$ cat src/rtl/pit3_pkg.sv
package pit3_pkg;
  localparam int CNT_W  = 16;
  localparam int BYTE_W = 8;
  localparam int MODE_W = 3;

  localparam logic [MODE_W-1:0] MODE_ONESHOT = 3'd0;
  localparam logic [MODE_W-1:0] MODE_SQUARE  = 3'd3;
  localparam logic [CNT_W-1:0]  CNT_MAX      = '1;
endpackage

$ cat src/rtl/pit3_ctrl_dec.sv
module pit3_ctrl_dec
  import pit3_pkg::*;
#(
  parameter int NUM_CH = 3
) (
  input  logic              wr_i,
  input  logic [7:1]        wdata_i,
  output logic [NUM_CH-1:0] latch_o,
  output logic [NUM_CH-1:0] mode_we_o,
  output logic [NUM_CH-1:0] arm_o,
  output logic [MODE_W-1:0] mode_o
);
  logic [1:0] sel;
  logic       is_rb;
  logic       acc_latch;

  assign sel       = wdata_i[7:6];
  assign is_rb     = (sel == 2'd3);
  assign acc_latch = (wdata_i[5:4] == 2'b00);
  assign mode_o    = wdata_i[3:1];

  for (genvar i = 0; i < NUM_CH; i++) begin : g_ch
    logic hit;
    assign hit          = !is_rb && (sel == 2'(i));
    assign arm_o[i]     = wr_i && is_rb && wdata_i[i+1];
    assign latch_o[i]   = wr_i && ((hit && acc_latch) || (is_rb && wdata_i[i+1]));
    assign mode_we_o[i] = wr_i && hit && !acc_latch;
  end
endmodule

$ cat src/rtl/pit3_channel.sv
module pit3_channel
  import pit3_pkg::*;
(
  input  logic              clk_i,
  input  logic              rst_ni,
  input  logic              tick_i,
  input  logic              wr_i,
  input  logic              rd_i,
  input  logic [BYTE_W-1:0] wdata_i,
  input  logic              latch_i,
  input  logic              mode_we_i,
  input  logic [MODE_W-1:0] mode_i,
  input  logic              arm_i,
  output logic [BYTE_W-1:0] rdata_o,
  output logic              pulse_o,
  output logic              level_o,
  output logic [CNT_W-1:0]  count_o,
  output logic [CNT_W-1:0]  reload_o,
  output logic              load_o
);
  logic [CNT_W-1:0]  count_q, reload_q, olatch_q, new_reload;
  logic [BYTE_W-1:0] lo_q;
  logic [MODE_W-1:0] mode_q;
  logic              wr_hi_q, rd_hi_q, armed_q, flag_q, pulse_q;

  assign load_o     = wr_i && wr_hi_q;
  assign new_reload = ({wdata_i, lo_q} == '0) ? CNT_MAX : {wdata_i, lo_q};

  always_ff @(posedge clk_i or negedge rst_ni) begin
    if (!rst_ni) begin
      count_q  <= CNT_MAX;
      reload_q <= CNT_MAX;
      flag_q   <= 1'b0;
      pulse_q  <= 1'b0;
    end else begin
      pulse_q <= 1'b0;
      if (load_o) begin
        reload_q <= new_reload;
        count_q  <= new_reload;
        flag_q   <= 1'b0;
      end else if (tick_i) begin
        if (count_q <= CNT_W'(1)) begin
          count_q <= reload_q;
          if (mode_q != MODE_ONESHOT) begin
            pulse_q <= 1'b1;
          end else if (!flag_q) begin
            pulse_q <= 1'b1;
            flag_q  <= 1'b1;
          end
        end else begin
          count_q <= count_q - CNT_W'(1);
        end
      end
    end
  end

  always_ff @(posedge clk_i or negedge rst_ni) begin
    if (!rst_ni) begin
      lo_q     <= '0;
      wr_hi_q  <= 1'b0;
      rd_hi_q  <= 1'b0;
      armed_q  <= 1'b0;
      olatch_q <= '0;
      mode_q   <= MODE_ONESHOT;
    end else begin
      if (wr_i) begin
        wr_hi_q <= !wr_hi_q;
        if (!wr_hi_q) lo_q <= wdata_i;
      end
      if (mode_we_i) mode_q <= mode_i;
      if (latch_i) olatch_q <= count_q;
      if (arm_i) begin
        armed_q <= 1'b1;
      end else if (rd_i) begin
        if (armed_q) armed_q <= 1'b0;
        else         rd_hi_q <= !rd_hi_q;
      end
    end
  end

  always_comb begin
    if (armed_q)      rdata_o = {2'b00, 2'b11, mode_q, 1'b0};
    else if (rd_hi_q) rdata_o = olatch_q[CNT_W-1:BYTE_W];
    else              rdata_o = olatch_q[BYTE_W-1:0];
  end

  always_comb begin
    case (mode_q)
      MODE_ONESHOT: level_o = flag_q;
      MODE_SQUARE:  level_o = (count_q > (reload_q >> 1));
      default:      level_o = 1'b0;
    endcase
  end

  assign pulse_o  = pulse_q;
  assign count_o  = count_q;
  assign reload_o = reload_q;
endmodule

$ cat src/rtl/pit3_timer.sv
module pit3_timer
  import pit3_pkg::*;
#(
  parameter int NUM_CH     = 3,
  parameter int STATUS_CH  = 2,
  parameter int STATUS_BIT = 5
) (
  input  logic        clk_i,
  input  logic        rst_ni,
  input  logic        tick_i,
  input  logic        wr_i,
  input  logic        rd_i,
  input  logic [1:0]  addr_i,
  input  logic [7:0]  wdata_i,
  output logic [7:0]  rdata_o,
  output logic        irq_o,
  output logic [7:0]  status_o
);
  localparam logic [1:0] CTRL_ADDR = 2'd3;

  logic [NUM_CH-1:0]             latch_w, mode_we_w, arm_w, pulse_w, level_w, load_w;
  logic [NUM_CH-1:0][BYTE_W-1:0] rdata_w;
  logic [NUM_CH-1:0][CNT_W-1:0]  count_w, reload_w;
  logic [MODE_W-1:0]             mode_w;
  logic                          ctrl_wr;

  assign ctrl_wr = wr_i && (addr_i == CTRL_ADDR);

  pit3_ctrl_dec #(.NUM_CH(NUM_CH)) u_dec (
    .wr_i     (ctrl_wr),
    .wdata_i  (wdata_i[7:1]),
    .latch_o  (latch_w),
    .mode_we_o(mode_we_w),
    .arm_o    (arm_w),
    .mode_o   (mode_w)
  );

  for (genvar i = 0; i < NUM_CH; i++) begin : g_ch
    pit3_channel u_ch (
      .clk_i    (clk_i),
      .rst_ni   (rst_ni),
      .tick_i   (tick_i),
      .wr_i     (wr_i && (addr_i == 2'(i))),
      .rd_i     (rd_i && (addr_i == 2'(i))),
      .wdata_i  (wdata_i),
      .latch_i  (latch_w[i]),
      .mode_we_i(mode_we_w[i]),
      .mode_i   (mode_w),
      .arm_i    (arm_w[i]),
      .rdata_o  (rdata_w[i]),
      .pulse_o  (pulse_w[i]),
      .level_o  (level_w[i]),
      .count_o  (count_w[i]),
      .reload_o (reload_w[i]),
      .load_o   (load_w[i])
    );
  end

  always_comb begin
    rdata_o = '0;
    for (int i = 0; i < NUM_CH; i++) begin
      if (addr_i == 2'(i)) rdata_o = rdata_w[i];
    end
  end

  assign irq_o = |pulse_w;

  always_comb begin
    status_o             = '0;
    status_o[STATUS_BIT] = level_w[STATUS_CH];
  end
endmodule

$ cat config.mk
export PLATFORM = sky130hd
export DESIGN_NAME = pit3_timer
export DESIGN_NICKNAME = d
export VERILOG_FILES = /design/src/rtl/pit3_pkg.sv /design/src/rtl/pit3_ctrl_dec.sv /design/src/rtl/pit3_channel.sv /design/src/rtl/pit3_timer.sv
export SDC_FILE = /design/constraint.sdc
export NUM_CORES = 1
export LEC_CHECK = 0
export ABC_AREA = 1
export BUFFER_PORTS_ARGS = -buffer_cell sky130_fd_sc_hd__buf_2
export CORE_MARGIN = 4
export CORE_UTILIZATION = 63
export CTS_CLUSTER_SIZE = 8
export DETAILED_ROUTE_END_ITERATION = 8
export GPL_ROUTABILITY_DRIVEN = 0
export HOLD_SLACK_MARGIN = 0.06
export PLACE_DENSITY = 0.84
export REMOVE_ABC_BUFFERS = 1
export SETUP_SLACK_MARGIN = 0.02
export SLEW_MARGIN = 20
export SYNTH_ARGS = -nofsm -noshare
export SYNTH_HDL_FRONTEND = slang
export SYNTH_SLANG_ARGS = --single-unit
export TNS_END_PERCENT = 100
$ cat constraint.sdc
create_clock -name clk_i -period 2.6 [get_ports clk_i]
set_clock_uncertainty 0.1 [all_clocks]
set_input_delay 0.52 -clock clk_i [delete_from_list [all_inputs] [get_ports clk_i]]
set_output_delay 0.52 -clock clk_i [all_outputs]
set_load 0.05 [all_outputs]
# Word level (Yosys, flattened, before mapping)
# Cells that the tools add are included.
dict set report classes {
  n_addsub 3
  magnitude_cmp 4
  eq_ne 10
  muxes 55
  n_bitwise 9
  n_reduce_logical 72
}
# operator count
set ops {}
lappend ops {{2-to-1 mux 16 bit} 12}
lappend ops {{2-to-1 mux 8 bit} 9}
lappend ops {{less-or-equal comparator 16 x 1 -> 1 bit, second input constant} 3}
lappend ops {{zero test 16 bit} 3}
lappend ops {{subtractor 16 x 1 -> 16 bit, second input constant} 3}
lappend ops {{2-to-1 mux 1 bit} 33}
lappend ops {{logical AND 1 bit} 32}
lappend ops {{AND reduction 3 bit} 6}
lappend ops {{nonzero test 2 bit} 9}
lappend ops {{> comparator 16 x 15 -> 1 bit} 1}
lappend ops {{inverter 1 bit} 9}
lappend ops {{nonzero test 3 bit} 3}
lappend ops {{equality test 2 bit, second input constant} 4}
lappend ops {{zero test 1 bit} 8}
lappend ops {{zero test 2 bit} 3}
lappend ops {{inequality test 2 x 1 -> 1 bit, second input constant} 3}
lappend ops {{AND reduction 2 bit} 3}
lappend ops {{equality test 2 x 1 -> 1 bit, second input constant} 2}
lappend ops {{equality test 3 x 2 -> 1 bit, second input constant} 1}
lappend ops {{zero test 3 bit} 1}
lappend ops {{logical OR 1 bit} 3}
lappend ops {{OR reduction 3 bit} 1}
lappend ops {{case mux 1 bit (2 select lines)} 1}
dict set report totals {
  reg_bits 192
  in_bits 15
  out_inout_bits 17
}

# Longest topological paths before layout
# Gate-level depths: netlist of run 1.
dict set report depth {
  word_depth 6
  mapped_depth 13
  depth_no_buf 12
}

# Cells and area by module
# A second synthesis of run 1 with hierarchy kept.
dict set report hier_totals {
  cells_unflattened 1713
  hier_area_um2 12279.3
}
# mod instances cells_each area_each_um2 seq_area_each_um2
set modules_own_cells {}
lappend modules_own_cells {{pit3_channel (g_ch[0].u_ch ...)} 2 543 3946.3 1641.6}
lappend modules_own_cells {{pit3_channel (g_ch[2].u_ch)} 1 536 3932.5 1641.6}
lappend modules_own_cells {pit3_timer 1 61 324.1 0.0}
lappend modules_own_cells {pit3_ctrl_dec 1 30 130.1 0.0}

# Worst setup path before layout of run 1
# No wires, ideal clock.
dict set report synth_timing {
  path_type {input to output}
  startpoint {input port addr_i[1]}
  endpoint {output port rdata_o[1]}
  t_arrival_ps 1761
  setup_slack_ps 219
  cell_stages 6
  path_buffers 0
  path_cell_list {inv_2 > nor2_2 > inv_2 > nor2_1 > inv_1 > o2111ai_1}
}
dict set report synth_between {
  elab_chain_cells 4
}
# element line
set synth_rtl {}
lappend synth_rtl {{start, declared} pit3_timer.sv:13} ;# input logic [1:0] addr_i,
lappend synth_rtl {{zero test 2 bit} pit3_timer.sv:62} ;# if (addr_i == 2'(i)) rdata_o = rdata_w[i];
lappend synth_rtl {{2-to-1 mux 8 bit (2 in series)} pit3_timer.sv:62}
lappend synth_rtl {{2-to-1 mux 8 bit *} pit3_timer.sv:62}
lappend synth_rtl {{end, declared} pit3_timer.sv:15} ;# output logic [7:0] rdata_o,
# Mark *: on every way between the ends. The rest lies on a longest branch, timed or not.

# Worst setup path after layout of run 1
dict set report layout_timing {
  startpoint {register g_ch[2].u_ch.reload_q[12]}
  endpoint {output port status_o[5]}
}
dict set report layout_between {
  elab_chain_cells 2
}
# element line
set layout_rtl {}
lappend layout_rtl {{start, declared} pit3_channel.sv:21} ;# logic [CNT_W-1:0] count_q, reload_q, olatch_q, new_reload;
lappend layout_rtl {{start signal, assigned} pit3_channel.sv:38} ;# reload_q <= new_reload;
lappend layout_rtl {{> comparator 16 x 15 -> 1 bit} pit3_channel.sv:90} ;# MODE_SQUARE: level_o = (count_q > (reload_q >> 1));
lappend layout_rtl {{case mux 1 bit (2 select lines)} pit3_channel.sv:88} ;# case (mode_q)
lappend layout_rtl {{end, declared} pit3_timer.sv:17} ;# output logic [7:0] status_o
# Every way passes these cells.

==> run_summary.xml, run 1 <==
<?xml version="1.0" encoding="UTF-8"?>
<metrics>
  <group name="critical_path">
    <metric name="worstPathArrival" unit="ps">2130</metric>
    <metric name="regToRegSetupSlack" unit="ps">100</metric>
    <metric name="worst_setup_path_start_kind" unit="">register</metric>
    <metric name="critical_path_required" unit="ps">1980</metric>
    <metric name="worstSetupEndpointType" unit="">output pin</metric>
    <metric name="path_class" unit="">register to output pin</metric>
    <metric name="worstPathMaxFanout" unit="">3</metric>
  </group>
  <group name="final_layout">
    <metric name="syn_to_final_growth" unit="%">10.8</metric>
    <metric name="drive_above_1_share" unit="%">15.9</metric>
    <metric name="post_layout_nonfiller_instances" unit="">1730</metric>
    <metric name="nets" unit="">1534</metric>
    <metric name="fillCellCount" unit="">1308</metric>
    <metric name="post-route-util" unit="%">71.6</metric>
    <metric name="register_area" unit="µm²">4930</metric>
    <metric name="area_used_by_multi_input_combinational_logic" unit="µm²">5100</metric>
    <metric name="antenna_cells_inserted" unit="">0</metric>
  </group>
  <group name="power">
    <metric name="max-vdd-ir-drop" unit="mV">0.595</metric>
    <metric name="power.leakage" unit="nW">5.91</metric>
    <metric name="p_per_cell_area" unit="nW/µm²">990</metric>
  </group>
  <group name="sta">
    <metric name="finalHoldWorstSlack" unit="ps">277</metric>
    <metric name="timing_max_transition_violations_final" unit="">0</metric>
    <metric name="timing_worst_slew_pin_value" unit="ps">657</metric>
    <metric name="layout_setup_ws" unit="ps">-152</metric>
    <metric name="final_period_minus_worst_setup_slack" unit="ps">2750</metric>
    <metric name="finalSetupViolCount" unit="">1</metric>
    <metric name="max_freq" unit="MHz">363</metric>
    <metric name="timing.slew.headroom" unit="%">56.1</metric>
    <metric name="grt_setup_unrepaired" unit="">yes</metric>
    <metric name="period_share" unit="%">106</metric>
    <metric name="finalHoldViolCount" unit="">0</metric>
    <metric name="finalSetupTns" unit="ps">-152</metric>
  </group>
  <group name="routing">
    <metric name="routed_wl" unit="µm">29700</metric>
    <metric name="route.antenna.remaining_nets" unit="">0</metric>
    <metric name="drt_first_pass_iters" unit="">6</metric>
    <metric name="vias_after_detailed_routing" unit="">9924</metric>
    <metric name="drc" unit="">0</metric>
    <metric name="post_drt_wl_per_cell" unit="µm">17.2</metric>
    <metric name="detailedRoute.firstIterationViolations" unit="">1028</metric>
    <metric name="post_drt_via_cell_ratio" unit="">5.74</metric>
  </group>
  <group name="global_route">
    <metric name="grt_pass1_wl" unit="µm">47600</metric>
    <metric name="track_usage" unit="%">30.6</metric>
    <metric name="first_global_vias" unit="">9230</metric>
    <metric name="antenna_found_initial" unit="">0</metric>
    <metric name="pin_count_of_the_biggest_net_entering_global_routing" unit="">64</metric>
    <metric name="globalRouteOverflowTotal" unit="">0</metric>
  </group>
  <group name="cts">
    <metric name="tritoncts.num_buffers" unit="">17</metric>
    <metric name="htree_levels" unit="">4</metric>
    <metric name="clock-sinks" unit="">192</metric>
    <metric name="cts_tree" unit="">yes</metric>
    <metric name="clock_latency" unit="ps">440</metric>
    <metric name="cts_root_buffer" unit="">clkbuf_16</metric>
    <metric name="cts.reportedPaths.clkPinSlew" unit="ps">70</metric>
    <metric name="cts.path.max_buffers" unit="">2</metric>
  </group>
  <group name="floorplanning">
    <metric name="die_outline_area" unit="µm²">19300</metric>
    <metric name="effective_utilization_at_floorplan" unit="%">64.6</metric>
    <metric name="chipWidth" unit="µm">139</metric>
    <metric name="top_level_ports" unit="">32</metric>
    <metric name="die_height" unit="µm">139</metric>
    <metric name="rows" unit="">47</metric>
    <metric name="coreArea" unit="µm²">16700</metric>
  </group>
  <group name="logic_synthesis">
    <metric name="synth_cell_type_count" unit="">46</metric>
    <metric name="asyncSetResetFlopFracSynth" unit="%">100</metric>
    <metric name="synth_enable_flop_cells" unit="">0</metric>
    <metric name="syn-instance-count" unit="">1460</metric>
    <metric name="synthesis.yosys.warnings" unit="">0</metric>
    <metric name="count_of_state_elements_after_synthesis" unit="">192</metric>
    <metric name="dominantRegCellSynth" unit="">dfstp_2</metric>
    <metric name="avgSynthCellArea" unit="µm²">7.39</metric>
    <metric name="netlist_area" unit="µm²">10800</metric>
    <metric name="ys_seq_area_share" unit="%">45.6</metric>
  </group>
  <group name="placed_design">
    <metric name="dpl.hpwl" unit="µm">20900</metric>
    <metric name="detailedPlace.worstSlack" unit="ps">171</metric>
    <metric name="port-buffer-count" unit="">24</metric>
    <metric name="numPlacedInstances" unit="">1687</metric>
  </group>
  <group name="outcome">
    <metric name="outcome" unit="">finished with violations</metric>
    <metric name="violations" unit="">negative setup slack</metric>
  </group>
  <group name="hold_path">
    <metric name="min_path_type" unit="">input port to register</metric>
  </group>
  <group name="run">
    <metric name="cap_viol_max_count" unit="">0</metric>
  </group>
</metrics>
## sequential cells by signal, summed over array words and instances (netlist names)
signal              count
g_ch.u_ch.armed_q       3
g_ch.u_ch.count_o      48
g_ch.u_ch.flag_q        3
g_ch.u_ch.lo_q         24
g_ch.u_ch.mode_q        9
g_ch.u_ch.olatch_q     48
g_ch.u_ch.pulse_o       3
g_ch.u_ch.rd_hi_q       3
g_ch.u_ch.reload_o     48
g_ch.u_ch.wr_hi_q       3
## critical path, cell delays in order (launching register included)
cell	delay, ps
dfstp_2	530
inv_1	60
ha_4	280
nand2_2	60
o21bai_4	160
a21oi_1	160
nor2_1	60
nand2_1	50
nand2_1	60
nand2_2	110
buf_8	150
## path summary, 6_finish.rpt
kind,start,to,depth (start not counted)
min in group asynchronous,rst_ni,g_ch[2].u_ch.lo_q[0],2
worst min register to register,g_ch[1].u_ch.reload_o[10],g_ch[1].u_ch.reload_o[10],2
worst min-delay path,wdata_i[1],g_ch[0].u_ch.armed_q,3
max in group asynchronous,rst_ni,g_ch[0].u_ch.count_o[11],3
worst max-delay path,g_ch[2].u_ch.reload_o[12],status_o[5],10
worst max register to register,g_ch[0].u_ch.count_o[0],g_ch[0].u_ch.count_o[12],9
## cell type report
cell class | instances | share of cell area, %
clock buffer | 21 | 3.94
clock inverter | 10 | 1.12
inverter | 158 | 4.97
multi-input combinational | 1067 | 42.6
sequential | 192 | 41.2
tap | 220 | 2.30
timing repair buffer | 62 | 3.80
## layer usage
layer / routed length, µm / GRT usage (%)
met1: 12600 / 44.5
met4: 1060 / 11.1
met3: 2990 / 7.97
met5: 0 / 0
met2: 13000 / 44.6
## layout by cell type, fill, tap and decap left out, types with 3 or more instances in the layout
master / count
nand2_1: 420
nor2_1: 184
inv_1: 148
a21oi_1: 116
nand3_1: 98
dfstp_2: 96
o21ai_0: 93
dfrtp_1: 93
buf_4: 34
buf_2: 20
nand2b_1: 17
ha_1: 17
clkbuf_16: 17
o21bai_1: 12
nand2_2: 11
nor2_2: 10
inv_2: 9
mux2i_1: 8
o21ai_1: 8
conb_1: 7
nor3_1: 6
nand4_1: 6
mux2_2: 6
xor2_1: 4
ha_4: 4
clkbuf_8: 4
o2111ai_1: 3
or2_2: 3
o221ai_1: 3
or3_1: 3
nor2_4: 3
nor4_1: 3
bufinv_16: 3
clkinvlp_4: 3
dfrtp_2: 3
## Yosys cell counts (4+ instances only)
cell	instances	area share [%]
nand2_1	422	15
nor2_1	186	6.5
inv_1	150	5.2
a21oi_1	118	5.5
nand3_1	98	4.5
dfrtp_1	96	22
dfstp_2	96	23
o21ai_0	93	4.3
buf_2	22	1.0
ha_1	21	2.4
nand2b_1	17	0.99
buf_4	13	0.90
o21bai_1	13	0.90
clkbuf_1	11	0.38
nand2_2	9	0.52
mux2i_1	8	0.74
nor2_2	8	0.46
o21ai_1	8	0.37
inv_2	7	0.24
mux2_2	6	0.63
nand4_1	6	0.35
nor3_1	6	0.28
xor2_1	4	0.32
## metrics by stage
stage	power (mW)	area (µm²)
2_1_floorplan	7.62	10500
6_report	11.8	12000
4_1_cts	11.6	11800
3_5_place_dp	8.80	11200
5_1_grt	12.6	12000
3_3_place_gp	8.61	11200
## kinds of logic (layout without fill, tap and decap cells)
| group | count (synthesis) | count (layout) | synth area share [%] |
|---|---|---|---|
| flops | 192 | 192 | 45.6 |
| compound gates | 247 | 247 | 12.2 |
| xor+xnor | 5 | 5 | 0.406 |
| fa+ha+maj | 21 | 21 | 2.43 |
| buf+inv | 207 | 251 | 8.06 |
| simple gates | 771 | 771 | 29.7 |
| other cells | 1 | 7 | 0.0347 |
| mux | 16 | 16 | 1.58 |
## where the power goes
part,total (mW),switching [mW],internal [mW],leakage (nW)
combinational,3.80,2.37,1.42,3.42
clock,2.71,1.13,1.58,0.287
sequential,5.34,0.912,4.42,2.21
total,11.8,4.41,7.43,5.91
## timing repair
action | CTS | global route
endpoints found under the setup margin | 6 | 6
hold buffers | 1 | 0
hold endpoints to repair | 27 | 0
setup buffers | 1 | 10
pin swaps | 6 | 7
resized for setup | 10 | 12
Note: power is estimated with default switching activity, not from simulation.
==> run 2: changes to the inputs <==
clock period = 2.7 ns   (was 2.6 ns; I/O delays follow)
==> run_summary.xml, run 2 (synthesis gave the netlist of run 1 again) <==
<?xml version="1.0" encoding="UTF-8"?>
<metrics>
  <group name="floorplanning">
    <metric name="coreArea" unit="µm²">16700</metric>
    <metric name="chipWidth" unit="µm">139</metric>
    <metric name="die_outline_area" unit="µm²">19300</metric>
    <metric name="rows" unit="">47</metric>
    <metric name="top_level_ports" unit="">32</metric>
    <metric name="effective_utilization_at_floorplan" unit="%">64.6</metric>
    <metric name="die_height" unit="µm">139</metric>
  </group>
  <group name="hold_path">
    <metric name="holdCritStartpoint" unit="">wdata_i[3]</metric>
    <metric name="holdPathEnd" unit="">g_ch[2].u_ch.armed_q</metric>
    <metric name="min_path_type" unit="">input port to register</metric>
    <metric name="worstHoldPathCells" unit="">3</metric>
  </group>
  <group name="sta">
    <metric name="layout_setup_ws" unit="ps">-55.2</metric>
    <metric name="grt_setup_unrepaired" unit="">yes</metric>
    <metric name="final_period_minus_worst_setup_slack" unit="ps">2760</metric>
    <metric name="period_share" unit="%">102</metric>
    <metric name="timing_worst_slew_pin_value" unit="ps">674</metric>
    <metric name="finalHoldViolCount" unit="">0</metric>
    <metric name="finalHoldWorstSlack" unit="ps">292</metric>
    <metric name="max_freq" unit="MHz">363</metric>
    <metric name="timing_max_transition_violations_final" unit="">0</metric>
    <metric name="timing.slew.headroom" unit="%">54.9</metric>
    <metric name="finalSetupViolCount" unit="">1</metric>
  </group>
  <group name="critical_path">
    <metric name="crit_slowest_cell" unit="">dfstp_2</metric>
    <metric name="worst_path_cell_trace" unit="">inv_1 -&gt; ha_1 -&gt; inv_1 -&gt; nor4_2 -&gt; nand2_1 -&gt; nand2_1 -&gt; nand2_2 -&gt; nand2_4 -&gt; buf_8</metric>
    <metric name="critPathMaxStageDelay" unit="ps">530</metric>
    <metric name="worst_setup_path_start_kind" unit="">register</metric>
    <metric name="path_class" unit="">register to output pin</metric>
    <metric name="timing.reg2reg.worst_path_depth" unit="">9</metric>
    <metric name="regToRegSetupSlack" unit="ps">260</metric>
    <metric name="worstPathMaxFanout" unit="">2</metric>
    <metric name="worstPathArrival" unit="ps">2120</metric>
    <metric name="timing.critical_path.buf_inv" unit="">3</metric>
    <metric name="critical_path_required" unit="ps">2060</metric>
    <metric name="dominant_delay_contributor_by_cell_family_on_the_critical_path" unit="">simple AND/OR/NAND/NOR gates</metric>
    <metric name="worstSetupEndpointType" unit="">output pin</metric>
    <metric name="timing.rr.end" unit="">g_ch[0].u_ch.count_o[8]</metric>
    <metric name="regToRegStartpoint" unit="">g_ch[0].u_ch.count_o[0]</metric>
  </group>
  <group name="outcome">
    <metric name="violations" unit="">negative setup slack</metric>
    <metric name="outcome" unit="">finished with violations</metric>
  </group>
  <group name="final_layout">
    <metric name="layout_common_cells" unit="">419 x nand2_1, 185 x nor2_1, 146 x inv_1, 117 x a21oi_1, 98 x nand3_1</metric>
    <metric name="final_common_cell" unit="">nand2_1</metric>
    <metric name="nets" unit="">1521</metric>
    <metric name="drive_above_1_share" unit="%">15.4</metric>
    <metric name="syn_to_final_growth" unit="%">9.60</metric>
    <metric name="post-route-util" unit="%">70.8</metric>
  </group>
  <group name="routing">
    <metric name="post_drt_via_cell_ratio" unit="">5.73</metric>
    <metric name="detailedRoute.firstIterationViolations" unit="">1091</metric>
    <metric name="drc" unit="">0</metric>
    <metric name="drt_first_pass_iters" unit="">5</metric>
    <metric name="routed_wl" unit="µm">29700</metric>
    <metric name="vias_after_detailed_routing" unit="">9856</metric>
    <metric name="post_drt_wl_per_cell" unit="µm">17.3</metric>
    <metric name="route.antenna.remaining_nets" unit="">0</metric>
  </group>
  <group name="cts">
    <metric name="cts_root_buffer" unit="">clkbuf_16</metric>
    <metric name="cts_tree" unit="">yes</metric>
    <metric name="clock_latency" unit="ps">440</metric>
    <metric name="cts.path.max_buffers" unit="">2</metric>
    <metric name="cts.reportedPaths.clkPinSlew" unit="ps">70</metric>
    <metric name="cts.repair_timing.setup_buffer_count" unit="">0</metric>
    <metric name="htree_levels" unit="">4</metric>
    <metric name="clock-sinks" unit="">192</metric>
    <metric name="tritoncts.num_buffers" unit="">17</metric>
  </group>
  <group name="global_route">
    <metric name="track_usage" unit="%">30.9</metric>
    <metric name="antenna_found_initial" unit="">1</metric>
    <metric name="globalRouteOverflowTotal" unit="">0</metric>
    <metric name="pin_count_of_the_biggest_net_entering_global_routing" unit="">72</metric>
    <metric name="grt_pass1_wl" unit="µm">48000</metric>
    <metric name="first_global_vias" unit="">9255</metric>
  </group>
  <group name="run">
    <metric name="cap_viol_max_count" unit="">0</metric>
  </group>
  <group name="power">
    <metric name="p_per_cell_area" unit="nW/µm²">938</metric>
    <metric name="max-vdd-ir-drop" unit="mV">0.559</metric>
    <metric name="power.leakage" unit="nW">5.85</metric>
  </group>
  <group name="placed_design">
    <metric name="dpl.hpwl" unit="µm">21000</metric>
    <metric name="port-buffer-count" unit="">24</metric>
  </group>
</metrics>
[run 2: metal layers]
layer	vias to the layer above	GRT usage, %	share of wire [%]
met5	-	0	0
met4	0	11.2	3.1
met3	67	8.97	11
met2	515	45.1	44
met1	4568	44.2	42
li1	4706	-	-
[run 2: final cells by class]
type / count / area [µm²]
Inverter: 158 / 594
Clock inverter: 9 / 68.8
Sequential cell: 192 / 4930
Fill cell: 1305 / 4870
Multi-Input combinational cell: 1067 / 5080
Timing Repair Buffer: 49 / 367
Tap cell: 220 / 275
Clock buffer: 23 / 509
Antenna cell: 1 / 2.50
[run 2: metrics by stage]
step	total power, mW	setup TNS, ps	cell area (µm²)	setup WS, ps	cells
3_3_place_gp	8.29	0	11200	218	1685
4_1_cts	11.0	-49.9	11800	-49.9	1718
2_1_floorplan	7.33	0	10500	279	1417
6_report	11.1	-55.2	11800	-55.2	1719
5_1_grt	11.8	-197	11800	-197	1719
3_5_place_dp	8.46	0	11200	170	1685
[run 2: worst max path at each step]
stage / from / to / depth (start not counted)
6_report: g_ch[2].u_ch.reload_o[10] / status_o[5] / 9
5_1_grt: g_ch[2].u_ch.reload_o[10] / status_o[5] / 9
3_3_place_gp: addr_i[1] / rdata_o[3] / 9
3_5_place_dp: addr_i[1] / rdata_o[3] / 9
4_1_cts: g_ch[2].u_ch.reload_o[15] / status_o[5] / 9
2_1_floorplan: addr_i[1] / rdata_o[1] / 6
[run 2: tightest hold or removal path: cells and delay by family]
family                 cells  cell delay [ps]
AO/OA/AOI/OAI              1               50
buffers and inverters      1              130
AND/OR/NAND/NOR            1               60
[run 2: what timing repair did]
item                                    CTS  global route
hold endpoints to repair                 20             0
resized for setup                        13             8
endpoints found under the setup margin    3             6
hold buffers                              1             0
[run 2: report_power, final]
| group | internal (mW) | total (mW) | switching [mW] |
|---|---|---|---|
| Sequential | 4.26 | 5.17 | 0.907 |
| Clock | 1.34 | 2.48 | 1.13 |
| Combinational | 1.25 | 3.45 | 2.20 |
==> run 3: changes to the inputs <==
--- a/config.mk
+++ b/config.mk
@@ -10,3 +10,3 @@
 export CORE_MARGIN = 4
-export CORE_UTILIZATION = 63
+export CORE_UTILIZATION = 68
 export CTS_CLUSTER_SIZE = 8
@@ -15,3 +15,3 @@
 export HOLD_SLACK_MARGIN = 0.06
-export PLACE_DENSITY = 0.84
+export PLACE_DENSITY = 0.89
 export REMOVE_ABC_BUFFERS = 1
==> constraint.sdc (replaced) <==
create_clock -name clk_i -period 3.4 [get_ports clk_i]
set_clock_uncertainty 0.1 [all_clocks]
set_input_delay 0.51 -clock clk_i [delete_from_list [all_inputs] [get_ports clk_i]]
set_output_delay 0.51 -clock clk_i [all_outputs]
set_load 0.05 [all_outputs]
==> run_summary.xml, run 3 (synthesis gave the netlist of run 1 again) <==
<?xml version="1.0" encoding="UTF-8"?>
<metrics>
  <group name="cts">
    <metric name="cts_tree" unit="">yes</metric>
    <metric name="cts.hold.buffers_added" unit="">1</metric>
    <metric name="cts.reportedPaths.clkPinSlew" unit="ps">70</metric>
    <metric name="cts.path.max_buffers" unit="">2</metric>
    <metric name="cts_root_buffer" unit="">clkbuf_16</metric>
    <metric name="htree_levels" unit="">4</metric>
    <metric name="cts_repair_resize_count" unit="">0</metric>
    <metric name="clock_latency" unit="ps">440</metric>
    <metric name="clock-sinks" unit="">192</metric>
    <metric name="cts.repair_timing.setup_buffer_count" unit="">0</metric>
    <metric name="tritoncts.num_buffers" unit="">17</metric>
  </group>
  <group name="critical_path">
    <metric name="worstPathMaxFanout" unit="">7</metric>
    <metric name="crit_slowest_cell" unit="">dfstp_2</metric>
    <metric name="critPathMaxStageDelay" unit="ps">560</metric>
    <metric name="worstPathArrival" unit="ps">2290</metric>
    <metric name="worst_path_cell_trace" unit="">inv_1 -&gt; ha_1 -&gt; o21bai_1 -&gt; nand2_1 -&gt; nand2_1 -&gt; nand2_1 -&gt; nand2_1 -&gt; nand2_1 -&gt; nand2_1 -&gt; nand2_1 -&gt; nand2_1 -&gt; buf_2</metric>
    <metric name="critical_path_required" unit="ps">2790</metric>
    <metric name="path_class" unit="">register to output pin</metric>
    <metric name="worst_setup_path_start_kind" unit="">register</metric>
    <metric name="worstSetupEndpointType" unit="">output pin</metric>
    <metric name="crit_path_frequent_cell" unit="">nand2_1</metric>
  </group>
  <group name="floorplanning">
    <metric name="top_level_ports" unit="">32</metric>
    <metric name="effective_utilization_at_floorplan" unit="%">70.2</metric>
    <metric name="rows" unit="">45</metric>
    <metric name="chipWidth" unit="µm">134</metric>
    <metric name="die_outline_area" unit="µm²">17900</metric>
    <metric name="coreArea" unit="µm²">15400</metric>
    <metric name="die_height" unit="µm">134</metric>
  </group>
  <group name="sta">
    <metric name="final_period_minus_worst_setup_slack" unit="ps">2900</metric>
    <metric name="finalSetupTns" unit="ps">0</metric>
    <metric name="max_freq" unit="MHz">344</metric>
    <metric name="timing.slew.headroom" unit="%">45.2</metric>
    <metric name="finalHoldViolCount" unit="">0</metric>
    <metric name="grt_setup_unrepaired" unit="">no</metric>
    <metric name="timing_worst_slew_pin_value" unit="ps">821</metric>
    <metric name="finalSetupViolCount" unit="">0</metric>
    <metric name="timing_max_transition_violations_final" unit="">0</metric>
    <metric name="finalHoldWorstSlack" unit="ps">249</metric>
    <metric name="period_share" unit="%">85.4</metric>
  </group>
  <group name="placed_design">
    <metric name="port-buffer-count" unit="">24</metric>
    <metric name="dpl.hpwl" unit="µm">20200</metric>
  </group>
  <group name="global_route">
    <metric name="track_usage" unit="%">32.9</metric>
    <metric name="first_global_vias" unit="">9080</metric>
    <metric name="grt_pass1_wl" unit="µm">46800</metric>
    <metric name="pin_count_of_the_biggest_net_entering_global_routing" unit="">83</metric>
    <metric name="globalRouteOverflowTotal" unit="">0</metric>
    <metric name="antenna_found_initial" unit="">2</metric>
  </group>
  <group name="routing">
    <metric name="post_drt_wl_per_cell" unit="µm">17.2</metric>
    <metric name="post_drt_via_cell_ratio" unit="">5.89</metric>
    <metric name="route.antenna.remaining_nets" unit="">0</metric>
    <metric name="drt_first_pass_iters" unit="">6</metric>
    <metric name="routed_wl" unit="µm">29100</metric>
    <metric name="vias_after_detailed_routing" unit="">9981</metric>
    <metric name="detailedRoute.firstIterationViolations" unit="">1261</metric>
    <metric name="drc" unit="">0</metric>
  </group>
  <group name="final_layout">
    <metric name="final_common_cell" unit="">nand2_1</metric>
    <metric name="layout_common_cells" unit="">422 x nand2_1, 186 x nor2_1, 150 x inv_1, 118 x a21oi_1, 98 x nand3_1</metric>
    <metric name="nets" unit="">1505</metric>
    <metric name="post-route-util" unit="%">75.7</metric>
    <metric name="drive_above_1_share" unit="%">13.2</metric>
    <metric name="fillCellCount" unit="">1129</metric>
    <metric name="syn_to_final_growth" unit="%">7.87</metric>
  </group>
  <group name="power">
    <metric name="p_per_cell_area" unit="nW/µm²">764</metric>
    <metric name="post-layout-total-power" unit="mW">8.90</metric>
    <metric name="power.leakage" unit="nW">5.78</metric>
    <metric name="max-vdd-ir-drop" unit="mV">0.392</metric>
  </group>
  <group name="run">
    <metric name="cap_viol_max_count" unit="">0</metric>
  </group>
  <group name="hold_path">
    <metric name="min_path_type" unit="">input port to register</metric>
  </group>
  <group name="outcome">
    <metric name="outcome" unit="">finished, final reports clean</metric>
  </group>
</metrics>
-- run 3: changes by cell type in the layout (fill, tap and decap cells not counted), moves of 4 or more --
cell	before	now
buf_4	21	7
bufinv_16	0	4
inv_1	146	150
inv_2	11	7
-- run 3: final timing paths --
path	start	to	slack, ps	depth (start not counted)
min in group asynchronous	rst_ni	g_ch[1].u_ch.lo_q[5]	540	2
max reg2reg	g_ch[0].u_ch.count_o[0]	g_ch[0].u_ch.count_o[13]	710	9
max in group asynchronous	rst_ni	g_ch[0].u_ch.count_o[11]	1720	3
min reg2reg	g_ch[1].u_ch.reload_o[8]	g_ch[1].u_ch.reload_o[8]	380	2
min	wdata_i[3]	g_ch[2].u_ch.armed_q	250	3
max	g_ch[2].u_ch.count_o[0]	status_o[5]	500	12
-- run 3: layout make-up --
class / count / area (µm²) / share of cell area [%]
diodes: 1 / 2.50 / 0.0215
clock buffers: 22 / 464 / 3.99
clock inverters: 10 / 161 / 1.39
inverters: 158 / 593 / 5.09
multi-input cells: 1067 / 5020 / 43.1
flip-flops and latches: 192 / 4920 / 42.3
well taps: 211 / 264 / 2.27
repair buffers: 33 / 211 / 1.82
-- run 3: where the power goes --
part	switching (mW)	total (mW)	internal (mW)
clock	0.870	2.14	1.27
combinational	1.71	2.65	0.948
sequential	0.724	4.10	3.38
-- run 3: critical path, delay by kind of cell (launching register included) --
| family | cells | cell delay [ps] |
|---|---|---|
| compound gates | 1 | 140 |
| fa+ha+maj | 1 | 240 |
| buf+inv | 2 | 400 |
| flops | 1 | 560 |
| simple gates | 8 | 520 |
-- run 3: metal layers --
| layer | wire length [µm] | vias to the layer above | GRT usage [%] |
|---|---|---|---|
| met5 | 11 | - | 0 |
| met4 | 948 | 2 | 12.1 |
| met3 | 3010 | 91 | 6.34 |
| met2 | 13100 | 568 | 50.3 |
| met1 | 12000 | 4644 | 47.2 |
| li1 | - | 4676 | - |
-- run 3: metrics by stage --
stage	cell area, µm²	setup WS (ps)	std cells
2_1_floorplan	10500	1010	1417
3_3_place_gp	11000	841	1660
3_5_place_dp	11000	850	1660
4_1_cts	11600	502	1693
5_1_grt	11600	349	1694
6_report	11600	495	1694
